==> config.mk <==
export PLATFORM = sky130hd
export DESIGN_NAME = nand_strobe_seq
export DESIGN_NICKNAME = d
export VERILOG_FILES = /design/src/rtl/nand_seq_pkg.sv /design/src/rtl/nand_cfg_decode.sv /design/src/rtl/nand_phase_fsm.sv /design/src/rtl/nand_pin_drive.sv /design/src/rtl/nand_strobe_seq.sv
export SDC_FILE = /design/constraint.sdc
export NUM_CORES = 1
export LEC_CHECK = 0
export BUFFER_PORTS_ARGS = -buffer_cell sky130_fd_sc_hd__buf_2
export CAP_MARGIN = 20
export CORE_MARGIN = 2
export CORE_UTILIZATION = 52
export DETAILED_ROUTE_END_ITERATION = 10
export PLACE_DENSITY = 0.87
export SYNTH_ARGS = -nofsm -noshare
export SYNTH_HDL_FRONTEND = slang
export SYNTH_SLANG_ARGS = --single-unit
==> constraint.sdc <==
create_clock -name clk -period 4.4 [get_ports clk]
set_clock_uncertainty 0.05 [all_clocks]
set_input_delay 1.1 -clock clk [delete_from_list [all_inputs] [get_ports clk]]
set_output_delay 1.1 -clock clk [all_outputs]
set_load 0.02 [all_outputs]
==> src/rtl/nand_seq_pkg.sv <==
package nand_seq_pkg;

  localparam int TIME_W = 8;
  localparam int GAP_W  = 4;
  localparam int CNT_W  = TIME_W + 2;

  // control word bit positions
  localparam int CB_HALT   = 0;
  localparam int CB_WAITEN = 1;
  localparam int CB_BANK   = 2;
  localparam int CB_WIDE   = 4;
  localparam int CB_CLGAP  = 9;
  localparam int CB_ALGAP  = 13;

  typedef enum logic [1:0] {
    K_CMD  = 2'd0,
    K_ADDR = 2'd1,
    K_DATA = 2'd2
  } acc_kind_t;

  typedef enum logic [2:0] {
    PH_IDLE,
    PH_SETUP,
    PH_STROBE,
    PH_HOLD,
    PH_HIZ
  } phase_t;

  typedef struct packed {
    logic              halt;
    logic              wait_en;
    logic              bank_en;
    logic              wide;
    logic [GAP_W-1:0]  cl_gap;
    logic [GAP_W-1:0]  al_gap;
    logic [TIME_W-1:0] t_setup;
    logic [TIME_W-1:0] t_wait;
    logic [TIME_W-1:0] t_hold;
    logic [TIME_W-1:0] t_hiz;
  } bus_cfg_t;

endpackage

==> src/rtl/nand_cfg_decode.sv <==
module nand_cfg_decode
  import nand_seq_pkg::*;
(
  input  logic [31:0] ctl_word,
  input  logic [31:0] tim_word,
  output bus_cfg_t    cfg
);

  logic unused_ctl_bits;
  assign unused_ctl_bits = ^{ctl_word[31:17], ctl_word[8:5], ctl_word[3]};

  always_comb begin
    cfg.halt    = ctl_word[CB_HALT];
    cfg.wait_en = ctl_word[CB_WAITEN];
    cfg.bank_en = ctl_word[CB_BANK];
    cfg.wide    = ctl_word[CB_WIDE];
    cfg.cl_gap  = ctl_word[CB_CLGAP +: GAP_W];
    cfg.al_gap  = ctl_word[CB_ALGAP +: GAP_W];
    cfg.t_setup = tim_word[0*TIME_W +: TIME_W];
    cfg.t_wait  = tim_word[1*TIME_W +: TIME_W];
    cfg.t_hold  = tim_word[2*TIME_W +: TIME_W];
    cfg.t_hiz   = tim_word[3*TIME_W +: TIME_W];
  end

endmodule

==> src/rtl/nand_phase_fsm.sv <==
module nand_phase_fsm
  import nand_seq_pkg::*;
(
  input  logic      clk,
  input  logic      rst,
  input  bus_cfg_t  cfg,
  input  logic      req_valid,
  input  acc_kind_t req_kind,
  input  logic      req_write,
  input  logic      nand_rb,
  output logic      req_ready,
  output logic      accept,
  output phase_t    phase,
  output acc_kind_t cur_kind,
  output logic      cur_write,
  output logic      capture
);

  logic [CNT_W-1:0] cnt;
  acc_kind_t        prev_kind;
  logic [GAP_W-1:0] gap;
  logic             eff_write;
  logic             unused_cfg;

  assign unused_cfg = cfg.wide;

  assign req_ready = (phase == PH_IDLE) && cfg.bank_en && !cfg.halt &&
                     (!cfg.wait_en || nand_rb);
  assign accept    = req_ready && req_valid;
  assign eff_write = (req_kind != K_DATA) || req_write;
  assign capture   = (phase == PH_STROBE) && (cnt == '0) && !cur_write;

  always_comb begin
    gap = '0;
    if (!eff_write) begin
      if (prev_kind == K_CMD)       gap = cfg.cl_gap;
      else if (prev_kind == K_ADDR) gap = cfg.al_gap;
    end
  end

  always_ff @(posedge clk) begin
    if (rst) begin
      phase     <= PH_IDLE;
      cnt       <= '0;
      cur_kind  <= K_DATA;
      cur_write <= 1'b1;
      prev_kind <= K_DATA;
    end else begin
      unique case (phase)
        PH_IDLE: if (accept) begin
          phase     <= PH_SETUP;
          cnt       <= CNT_W'(cfg.t_setup) + CNT_W'(gap);
          cur_kind  <= req_kind;
          cur_write <= eff_write;
          prev_kind <= req_kind;
        end
        PH_SETUP: if (cnt == '0) begin
          phase <= PH_STROBE;
          cnt   <= CNT_W'(cfg.t_wait);
        end else cnt <= cnt - 1'b1;
        PH_STROBE: if (cnt == '0) begin
          phase <= PH_HOLD;
          cnt   <= (cfg.t_hold == '0) ? '0 : CNT_W'(cfg.t_hold) - 1'b1;
        end else cnt <= cnt - 1'b1;
        PH_HOLD: if (cnt == '0) begin
          if (!cur_write && cfg.t_hiz != '0) begin
            phase <= PH_HIZ;
            cnt   <= CNT_W'(cfg.t_hiz) - 1'b1;
          end else phase <= PH_IDLE;
        end else cnt <= cnt - 1'b1;
        PH_HIZ: if (cnt == '0) phase <= PH_IDLE;
                else cnt <= cnt - 1'b1;
        default: phase <= PH_IDLE;
      endcase
    end
  end

  assert_accept_busy_R13: assert property (@(posedge clk) disable iff (rst)
    accept |=> (phase == PH_SETUP) && !req_ready);
  assert_bank_off_idle_R9: assert property (@(posedge clk) disable iff (rst)
    (phase == PH_IDLE && !cfg.bank_en) |=> (phase == PH_IDLE));
  assert_halt_idle_R12: assert property (@(posedge clk) disable iff (rst)
    (phase == PH_IDLE && cfg.halt) |=> (phase == PH_IDLE));
  assert_busy_wait_R10: assert property (@(posedge clk) disable iff (rst)
    (phase == PH_IDLE && cfg.wait_en && !nand_rb) |=> (phase == PH_IDLE));
  assert_hiz_after_read_R6: assert property (@(posedge clk) disable iff (rst)
    (phase == PH_HIZ) |-> !cur_write);

endmodule

==> src/rtl/nand_pin_drive.sv <==
module nand_pin_drive
  import nand_seq_pkg::*;
#(
  parameter int DQ_W = 16
) (
  input  logic            clk,
  input  logic            rst,
  input  logic            wide,
  input  logic            accept,
  input  acc_kind_t       req_kind,
  input  logic [DQ_W-1:0] req_wdata,
  input  phase_t          phase,
  input  acc_kind_t       cur_kind,
  input  logic            cur_write,
  input  logic            capture,
  input  logic [DQ_W-1:0] nand_dq_in,
  output logic            nand_ce_n,
  output logic            nand_cle,
  output logic            nand_ale,
  output logic            nand_we_n,
  output logic            nand_re_n,
  output logic [DQ_W-1:0] nand_dq_out,
  output logic            nand_dq_oe,
  output logic            rsp_valid,
  output logic [DQ_W-1:0] rsp_rdata
);

  localparam int BYTE_W = 8;
  localparam int HI_W   = DQ_W - BYTE_W;

  logic [DQ_W-1:0] wdata_q;
  logic            active;

  assign active      = (phase == PH_SETUP) || (phase == PH_STROBE) || (phase == PH_HOLD);
  assign nand_ce_n   = !active;
  assign nand_cle    = active && (cur_kind == K_CMD);
  assign nand_ale    = active && (cur_kind == K_ADDR);
  assign nand_we_n   = !((phase == PH_STROBE) && cur_write);
  assign nand_re_n   = !((phase == PH_STROBE) && !cur_write);
  assign nand_dq_oe  = active && cur_write;
  assign nand_dq_out = nand_dq_oe ? wdata_q : '0;

  always_ff @(posedge clk) begin
    if (rst) begin
      wdata_q   <= '0;
      rsp_valid <= 1'b0;
      rsp_rdata <= '0;
    end else begin
      if (accept) begin
        if (wide && req_kind == K_DATA) wdata_q <= req_wdata;
        else wdata_q <= {{HI_W{1'b0}}, req_wdata[BYTE_W-1:0]};
      end
      rsp_valid <= capture;
      if (capture) begin
        if (wide) rsp_rdata <= nand_dq_in;
        else rsp_rdata <= {{HI_W{1'b0}}, nand_dq_in[BYTE_W-1:0]};
      end
    end
  end

  assert_strobe_in_ce_R4: assert property (@(posedge clk) disable iff (rst)
    (!nand_we_n || !nand_re_n) |-> !nand_ce_n);
  assert_rsp_after_read_R8: assert property (@(posedge clk) disable iff (rst)
    rsp_valid |-> $past(!nand_re_n) && nand_re_n);
  assert_released_on_read_R6: assert property (@(posedge clk) disable iff (rst)
    !nand_re_n |-> !nand_dq_oe);

endmodule

==> src/rtl/nand_strobe_seq.sv <==
module nand_strobe_seq
  import nand_seq_pkg::*;
#(
  parameter int DQ_W = 16
) (
  input  logic            clk,
  input  logic            rst,
  input  logic [31:0]     ctl_word,
  input  logic [31:0]     tim_word,
  input  logic            req_valid,
  output logic            req_ready,
  input  logic [1:0]      req_kind,
  input  logic            req_write,
  input  logic [DQ_W-1:0] req_wdata,
  output logic            rsp_valid,
  output logic [DQ_W-1:0] rsp_rdata,
  input  logic            nand_rb,
  output logic            nand_ce_n,
  output logic            nand_cle,
  output logic            nand_ale,
  output logic            nand_we_n,
  output logic            nand_re_n,
  output logic [DQ_W-1:0] nand_dq_out,
  output logic            nand_dq_oe,
  input  logic [DQ_W-1:0] nand_dq_in
);

  bus_cfg_t  cfg;
  phase_t    phase;
  acc_kind_t cur_kind;
  acc_kind_t kind_in;
  logic      cur_write;
  logic      accept;
  logic      capture;

  assign kind_in = acc_kind_t'(req_kind);

  nand_cfg_decode u_cfg (
    .ctl_word (ctl_word),
    .tim_word (tim_word),
    .cfg      (cfg)
  );

  nand_phase_fsm u_fsm (
    .clk       (clk),
    .rst       (rst),
    .cfg       (cfg),
    .req_valid (req_valid),
    .req_kind  (kind_in),
    .req_write (req_write),
    .nand_rb   (nand_rb),
    .req_ready (req_ready),
    .accept    (accept),
    .phase     (phase),
    .cur_kind  (cur_kind),
    .cur_write (cur_write),
    .capture   (capture)
  );

  nand_pin_drive #(.DQ_W(DQ_W)) u_pins (
    .clk         (clk),
    .rst         (rst),
    .wide        (cfg.wide),
    .accept      (accept),
    .req_kind    (kind_in),
    .req_wdata   (req_wdata),
    .phase       (phase),
    .cur_kind    (cur_kind),
    .cur_write   (cur_write),
    .capture     (capture),
    .nand_dq_in  (nand_dq_in),
    .nand_ce_n   (nand_ce_n),
    .nand_cle    (nand_cle),
    .nand_ale    (nand_ale),
    .nand_we_n   (nand_we_n),
    .nand_re_n   (nand_re_n),
    .nand_dq_out (nand_dq_out),
    .nand_dq_oe  (nand_dq_oe),
    .rsp_valid   (rsp_valid),
    .rsp_rdata   (rsp_rdata)
  );

  assert_cle_ale_excl_R3: assert property (@(posedge clk) disable iff (rst)
    !(nand_cle && nand_ale));

endmodule

==> results.cfg, run 1 <==
[run_status]
status = complete, no violations

[placement]
dp_slack_ns = 0.9017
dpl.hpwl_mm = 6.727
gp_congestion = 0.9326
io_buffers = 122

[critical_path]
crit_type = reg -> out
critPathLaunch = u_fsm.phase[1]$_SDFFE_PP0P_
critPathCaptureType = output port
cp-endpoint = nand_dq_out[13]
timing.reg2reg.setup_slack_ns = 1.53
cp.required_ns = 3.25
path_cells = or2_2 > nand2b_1 > nor2_1 > and2_1 > buf_2
slowest_delay_ns = 0.83
cp_num_buf_inv = 1
arrival_ns = 2.72
cpLargestDelayFamily = simple AND/OR/NAND/NOR gates
critPathSlowestCell = dfxtp_1
path_max_fanout = 24
cp.depth = 5
regToRegEndpoint = u_fsm.cnt[0]$_SDFFE_PP0P_
reg2reg_depth = 8
reg2reg_from = u_fsm.cnt[0]$_SDFFE_PP0P_
critPathLaunchType = register

[global_route]
grt_pass1_wl_mm = 13.28
antenna_found_initial = 0
grt_overflow_total = 0
track_usage = 0.2466
grt_start_max_net_pins = 47
grt_pass1_vias = 2987

[timing]
setup_tns_ns = 0
slew-limit-headroom = 0.4240
finalCritPeriodShare = 0.8792
hold_viol = 0
fmax_mhz = 258.5
min_period_ns = 3.868
setup_viol = 0
maxSlewViolCount = 0
worst_pin_slew_ns = 0.8608
grt_setup_unrepaired = no
setup_slack_ns = 0.5317

[clock_network]
clk_pin_slew_ns = 0.10
cts_setup_buffers = 0
cts_resized = 0
clk_path_buf_depth = 2
htreeDepth = 2
cts-root-buf = clkbuf_8
cts_buffers = 5
insertion_delay_ns = 0.31
cts_tree = done
clkSinkCount = 49
hold_buffers = 0

[routing]
wl_per_cell_um = 14.39
viasPerCell = 5.778
drt-total-wl_mm = 8.892
via_count = 3571
dr.pass1.iters = 5
route.detailed.drc = 0
antenna_left = 0
drtIter0Drc = 237

[yosys]
async_reset_ff_frac = 0
synth-simple-area-share = 0.3366
synth_top_family_by_area = simple AND/OR/NAND/NOR gates
synth.area.top_cells = dfxtp_1, nand2_1, a21oi_1, nand3_1, nor2_1
synth_edf_count = 0
ys_seq_area_frac = 0.3065
synth_largest_area_cell = dfxtp_1
yosys.area.top_type_share = 0.3065
synth-compound-area-share = 0.2154
synthMuxAreaShare = 0.02502
ys.warnings.count = 0
syn_area_per_cell_um2 = 7.358
synth_area_um2 = 3201
yosysMostFrequentCell = nand2_1
synthAdderAreaFrac = 0.03362
synthCells = 435
synthDistinctLibCells = 61
syn_nets = 546
synth-seq-cells = 49
synthXorXnorAreaFrac = 0.03557
ys_top_cells_by_count = nand2_1, a21oi_1, dfxtp_1
synth_top_flop_cell = dfxtp_1

[floorplanning]
dieHeight_um = 82.46
die_w_um = 82.46
num_rows = 28
coreArea_um2 = 5921
ioPinCount = 143
die_area_um2 = 6799
initial_core_util = 0.5406

[final_layout]
n_antenna_cell = 0
fin_nets = 653
drive_gt1_frac = 0.2597
nFillCells = 508
areaGrowthSynthToFinish_pct = 22.13

[pwr]
irDropWorstVdd_mv = 0.1515
power.leakage_nw = 1.688
power_density_nw_per_um2 = 288.0

[worst_hold_path]
hp-start = u_pins.wdata_q[12]$_SDFFE_PP0P_
worstHoldPathType = reg -> reg

[flow_run]
max-cap-violations = 0
## tightest hold or removal path: stages, from the launching register on
cell and delay [ns]:
dfxtp_1 0.32, nand2_1 0.05, a21oi_1 0.05
## metal layers
layer | vias up | part of all wire | GRT usage | wire length [µm]
met5 | - | 0 | 0 | 0
met4 | 0 | 0.017 | 0.06667 | 154
met3 | 17 | 0.073 | 0.03261 | 648
met2 | 157 | 0.49 | 0.4258 | 4344
met1 | 1632 | 0.42 | 0.3219 | 3745
li1 | 1765 | - | - | -
## area by class of cell
cell class | instances | area, µm² | area share
Tap cell | 75 | 93.84 | 0.02401
Multi-Input combinational cell | 351 | 2068 | 0.5291
Clock buffer | 5 | 68.82 | 0.01761
Timing Repair Buffer | 124 | 629.4 | 0.1610
Sequential cell | 49 | 980.9 | 0.2510
Inverter | 11 | 41.29 | 0.01056
Clock inverter | 3 | 26.28 | 0.006722
## metrics by stage
step	area, µm²	hold slack [ns]	total power, mW	cells	util
CTS	3897	0.4042	1.116	617	0.6583
detailed placement	3802	0.3906	0.8405	609	0.6422
finish	3909	0.4019	1.126	618	0.6602
global route	3909	0.4229	1.182	618	0.6602
floorplan	3201	0.3773	0.7410	435	-
global placement	3802	0.3838	0.8288	609	0.6422
## placed cells by master (no fill, tap or decap), types with 7 or more instances in the layout
master / Yosys / layout
dfxtp_1: 49 / 49
nand2b_1: 10 / 10
mux2i_1: 8 / 8
buf_2: 4 / 122
o21ai_0: 16 / 16
nand3_1: 29 / 29
nand2_1: 71 / 71
nor3_1: 13 / 13
ha_1: 7 / 7
nor2_1: 29 / 29
a21oi_1: 52 / 52
a211oi_1: 7 / 7
xnor2_1: 7 / 7
inv_1: 10 / 10
and2_1: 16 / 16
## power breakdown
part	internal, mW	total (mW)	leakage, nW	switching, mW
combinational	0.139	0.353	1.25	0.214
clock	0.116	0.286	0.0423	0.170
sequential	0.460	0.487	0.397	0.0274
## worst min-delay path by stage
stage | to | slack [ns] | cells after the start
CTS | u_pins.wdata_q[10]$_SDFFE_PP0P_ | 0.40 | 2
detailed placement | u_pins.wdata_q[10]$_SDFFE_PP0P_ | 0.39 | 2
global route | u_pins.rsp_rdata[4]$_SDFFE_PP0P_ | 0.42 | 2
floorplan | u_pins.wdata_q[10]$_SDFFE_PP0P_ | 0.38 | 2
finish | u_pins.wdata_q[12]$_SDFFE_PP0P_ | 0.40 | 2
global placement | u_pins.wdata_q[13]$_SDFFE_PP0P_ | 0.38 | 2
## cell families (layout without fill, tap and decap cells)
family / Yosys count / after routing
AOI/OAI and AO/OA: 112 / 112
xor gates and xnor gates: 13 / 13
adders and majority gates: 8 / 8
buffers and inverters: 35 / 143
DFF: 49 / 49
muxes: 8 / 8
and+or+nand+nor: 210 / 210
## state kept, by name, indices dropped and copies added (netlist names)
name              count
u_fsm.cur_write       1
u_fsm.cur_kind        2
u_pins.wdata_q       16
u_fsm.phase           3
u_pins.rsp_rdata     16
u_pins.rsp_valid      1
u_fsm.cnt            10
No activity file was read; power rests on OpenSTA's default activity.
==> run 2, diff against run 1 <==
CORE_UTILIZATION = 48   (was 52)
PLACE_DENSITY = 0.81   (was 0.87)
clock period = 4.3 ns   (was 4.4 ns; I/O delays follow)
==> results.cfg, run 2 (same netlist as run 1, synthesis figures left out) <==
[routing]
route.detailed.drc = 0
viasPerCell = 5.647
wl_per_cell_um = 14.25
drt-total-wl_mm = 8.851
dr.pass1.iters = 4
antenna_left = 0
via_count = 3507
drtIter0Drc = 208

[final_layout]
final_cell_mix = buf_2, nand2_1, a21oi_1
n_antenna_cell = 0
final_common_cell = buf_2
reg_top3 = u_pins.rsp_rdata: 16 flops, u_pins.wdata_q: 16 flops, u_fsm.cnt: 10 flops
seq_area_um2 = 980.9
areaGrowthSynthToFinish_pct = 22.40
fin_nets = 654
multi_input_comb_area_um2 = 2068
nFillCells = 618
drive_gt1_frac = 0.2610

[timing]
grt_setup_unrepaired = no
fmax_mhz = 278.4
setup_tns_ns = 0
worst_hold_slack_ns = 0.4003
maxSlewViolCount = 0
min_period_ns = 3.591
setup_viol = 0
finalCritPeriodShare = 0.8352
worst_pin_slew_ns = 0.8440
hold_viol = 0
slew-limit-headroom = 0.4353

[clock_network]
clk_path_buf_depth = 2
cts_buffers = 5
cts_tree = done
clkSinkCount = 49
insertion_delay_ns = 0.30
clk_pin_slew_ns = 0.09
hold_buffers = 0
cts_resized = 0
cts-root-buf = clkbuf_8
htreeDepth = 2
cts_setup_buffers = 0

[floorplanning]
ioPinCount = 143
dieHeight_um = 85.66
die_area_um2 = 7337
die_w_um = 85.66
coreArea_um2 = 6386
initial_core_util = 0.5012
num_rows = 29

[worst_hold_path]
worstHoldPathType = reg -> reg
hold_end = u_pins.wdata_q[9]$_SDFFE_PP0P_
hold_depth = 2
hp-start = u_pins.wdata_q[9]$_SDFFE_PP0P_

[pwr]
clockPowerShare = 0.247
power_density_nw_per_um2 = 290.9
combPwrFrac = 0.319
p_int_mw = 0.7307
power.leakage_nw = 1.696
switching_share = 0.3588
irDropWorstVdd_mv = 0.1750
p_seq_frac = 0.434
switchingPower_mw = 0.4088

[global_route]
grt_overflow_total = 0
track_usage = 0.2332
antenna_found_initial = 0
grt_start_max_net_pins = 47
grt_pass1_wl_mm = 13.97
grt_pass1_vias = 3112

[placement]
gp_congestion = 0.8597
io_buffers = 122
dpl.hpwl_mm = 6.692

[critical_path]
path_cells = or2_2 > nand2b_1 > nor2_1 > and2_1 > buf_2
reg2reg_from = u_fsm.cnt[0]$_SDFFE_PP0P_
cpLargestDelayFamily = simple AND/OR/NAND/NOR gates
crit_type = reg -> out
critPathCaptureType = output port
cp.required_ns = 3.17
reg2reg_depth = 8
cp_num_buf_inv = 1
arrival_ns = 2.47
critPathSlowestCell = nor2_1
critPathLaunchType = register
timing.reg2reg.setup_slack_ns = 1.45
path_max_fanout = 17
regToRegEndpoint = u_fsm.cnt[1]$_SDFFE_PP0P_
slowest_delay_ns = 0.68

[run_status]
status = complete, no violations

[flow_run]
max-cap-violations = 0
run 2: power groups by stage:
stage,Combinational (mW),Sequential (mW),Clock [mW]
floorplan,0.264,0.494,0
global placement,0.349,0.503,0
detailed placement,0.357,0.504,0
CTS,0.359,0.494,0.290
global route,0.400,0.498,0.308
finish,0.364,0.495,0.281
run 2: final cells by class:
cell class / count / area share
well taps: 77 / 0.02459
multi-input cells: 351 / 0.5279
clock buffers: 5 / 0.01757
flip-flops and latches: 49 / 0.2504
inverters: 11 / 0.01054
repair buffers: 125 / 0.1626
clock inverters: 3 / 0.006388
run 2: worst max path at each step:
stage                           startpoint                   endpoint  cells past startpoint  slack (ns)
5_1_grt        u_fsm.phase[0]$_SDFFE_PP0P_             nand_dq_out[1]                      5        0.55
4_1_cts        u_fsm.phase[0]$_SDFFE_PP0P_             nand_dq_out[0]                      5        0.69
3_3_place_gp                   req_kind[0]  u_fsm.cnt[5]$_SDFFE_PP0P_                     11        0.88
6_report       u_fsm.phase[0]$_SDFFE_PP0P_             nand_dq_out[1]                      5        0.71
2_1_floorplan                  req_kind[1]  u_fsm.cnt[4]$_SDFFE_PP0P_                     11        1.32
3_5_place_dp                   req_kind[0]  u_fsm.cnt[5]$_SDFFE_PP0P_                     11        0.84
run 2: worst register-to-register path, delay by kind of cell (launching register included):
kind / cells / cell delay (ns)
adders and majority gates: 1 / 0.23
DFF: 1 / 0.35
AOI/OAI and AO/OA: 3 / 0.60
buffers and inverters: 1 / 0.10
and+or+nand+nor: 3 / 1.44
run 2: metal layers:
metal | GRT usage | up-vias | part of all wire
met4 | 0.09091 | 0 | 0.021
met1 | 0.3109 | 1568 | 0.42
met2 | 0.3736 | 151 | 0.47
met3 | 0.04427 | 18 | 0.080
li1 | - | 1770 | -
met5 | 0 | - | 0
run 2: metrics by stage:
| stage | util | instance area [µm²] | power (mW) | setup slack (ns) | cells |
|---|---|---|---|---|---|
| final | 0.6134 | 3918 | 1.140 | 0.7086 | 621 |
| after CTS | 0.6117 | 3906 | 1.143 | 0.6948 | 620 |
| after global placement | 0.5970 | 3812 | 0.8522 | 0.8759 | 612 |
| after detailed placement | 0.5970 | 3812 | 0.8612 | 0.8383 | 612 |
| after global routing | 0.6134 | 3918 | 1.205 | 0.5463 | 621 |
| after floorplan | - | 3201 | 0.7582 | 1.319 | 435 |
==> run 3, diff against run 2 <==
CORE_UTILIZATION = 43   (was 48)
PLACE_DENSITY = 0.77   (was 0.81)
clock period = 3.3 ns   (was 4.3 ns; I/O delays follow)
==> results.cfg, run 3 (same netlist as run 1, synthesis figures left out) <==
[pwr]
totalPowerFinal_mw = 1.589
power.leakage_nw = 1.753
power_density_nw_per_um2 = 393.8
irDropWorstVdd_mv = 0.1973

[global_route]
use_met2 = 0.3628
antenna_found_initial = 0
grtUsageMet1 = 0.2780
grt_overflow_total = 0
grt_pass1_wl_mm = 14.66
track_usage = 0.2134
grt_pass1_vias = 3166
grt.busiest_layer = met2
grt_start_max_net_pins = 34
grtUsageMet3 = 0.04341

[clock_network]
cts_resized = 0
cts-root-buf = clkbuf_8
cts_setup_buffers = 0
insertion_delay_ns = 0.30
hold_buffers = 0
cts_buffers = 5
clkSinkCount = 49
cts_tree = done
clk_path_buf_depth = 2
htreeDepth = 2
clk_pin_slew_ns = 0.09

[placement]
gp_congestion = 0.8823
dp_slack_ns = 0.1332
io_buffers = 122
dpl.hpwl_mm = 6.803

[final_layout]
fin_nets = 663
areaGrowthSynthToFinish_pct = 26.08
final_common_cell = buf_2
n_antenna_cell = 0
final_cell_mix = buf_2, nand2_1, a21oi_1
final_core_util = 0.5593
reg_top3 = u_pins.rsp_rdata: 16 flops, u_pins.wdata_q: 16 flops, u_fsm.cnt: 10 flops
drive_gt1_frac = 0.2731

[routing]
viasPerCell = 5.439
via_count = 3546
route.detailed.drc = 0
drtIter0Drc = 225
wl_per_cell_um = 13.45
antenna_left = 0
dr.pass1.iters = 5
drt-total-wl_mm = 8.771

[floorplanning]
die_area_um2 = 8150
ioPinCount = 143
dieHeight_um = 90.28
die_w_um = 90.28
initial_core_util = 0.4436
num_rows = 31
coreArea_um2 = 7214

[worst_hold_path]
worstHoldPathType = reg -> reg

[critical_path]
crit_type = in -> reg
critPathLaunchType = input port
cp-endpoint = u_fsm.cnt[5]$_SDFFE_PP0P_
reg2reg_depth = 7
critPathLaunch = req_kind[0]
cp.required_ns = 3.45
reg2reg_from = u_fsm.cnt[0]$_SDFFE_PP0P_
arrival_ns = 3.04
path_max_fanout = 4
regToRegEndpoint = u_pins.rsp_rdata[12]$_SDFFE_PP0P_
critPathCaptureType = register
timing.reg2reg.setup_slack_ns = 0.63

[timing]
setup_viol = 0
fmax_mhz = 346.8
worst_pin_slew_ns = 0.6756
hold_viol = 0
setup_slack_ns = 0.4165
maxSlewViolCount = 0
slew-limit-headroom = 0.5461
setup_tns_ns = 0
finalCritPeriodShare = 0.8738
min_period_ns = 2.883
grt_setup_unrepaired = no

[flow_run]
max-cap-violations = 0

[run_status]
status = complete, no violations
==> run 3: cell type report <==
class,instances,area (µm²)
fillers,697,3179
multi-input cells,351,2068
flip-flops and latches,49,980.9
repair buffers,134,700.7
well taps,99,123.9
clock buffers,6,82.58
inverters,11,41.29
clock inverters,2,37.54
==> run 3: metal layers <==
metal  part of all wire  vias to the layer above
li1                   -                     1785
met2               0.45                      162
met5                  0                        -
met3              0.081                       11
met1               0.45                     1588
met4              0.015                        0
==> run 3: critical path, stage by stage <==
cell      delay (ns)
buf_2           0.11
nor3b_1         0.37
nand2b_1        0.19
nor2_1          0.19
ha_1            0.25
a211o_1         0.29
a21oi_1         0.14
buf_4           0.15
nor2b_1         0.05
xor2_1          0.14
nor2_1          0.06
o41ai_1         0.28
==> run 3: power by group <==
group	switching, mW	internal, mW
clock network	0.204	0.247
registers	0.0290	0.613
logic	0.295	0.201
total	0.529	1.06
==> run 3: through the flow <==
stage / cell area (µm²) / cells / hold WS [ns]
2_1_floorplan: 3201 / 435 / 0.3773
3_3_place_gp: 3915 / 644 / 0.3839
3_5_place_dp: 3915 / 644 / 0.3896
4_1_cts: 4035 / 652 / 0.4025
5_1_grt: 4035 / 652 / 0.4182
6_report: 4035 / 652 / 0.4008
==> run 3: worst min path at each step <==
stage                     depth (start not counted)                               end  slack [ns]                        startpoint
after detailed placement                          2    u_pins.wdata_q[9]$_SDFFE_PP0P_        0.39    u_pins.wdata_q[9]$_SDFFE_PP0P_
after floorplan                                   2   u_pins.wdata_q[10]$_SDFFE_PP0P_        0.38   u_pins.wdata_q[10]$_SDFFE_PP0P_
after global placement                            2   u_pins.wdata_q[14]$_SDFFE_PP0P_        0.38   u_pins.wdata_q[14]$_SDFFE_PP0P_
final                                             2   u_pins.wdata_q[14]$_SDFFE_PP0P_        0.40   u_pins.wdata_q[14]$_SDFFE_PP0P_
after CTS                                         2    u_pins.wdata_q[9]$_SDFFE_PP0P_        0.40    u_pins.wdata_q[9]$_SDFFE_PP0P_
after global routing                              2  u_pins.rsp_rdata[0]$_SDFFE_PP0P_        0.42  u_pins.rsp_rdata[0]$_SDFFE_PP0P_
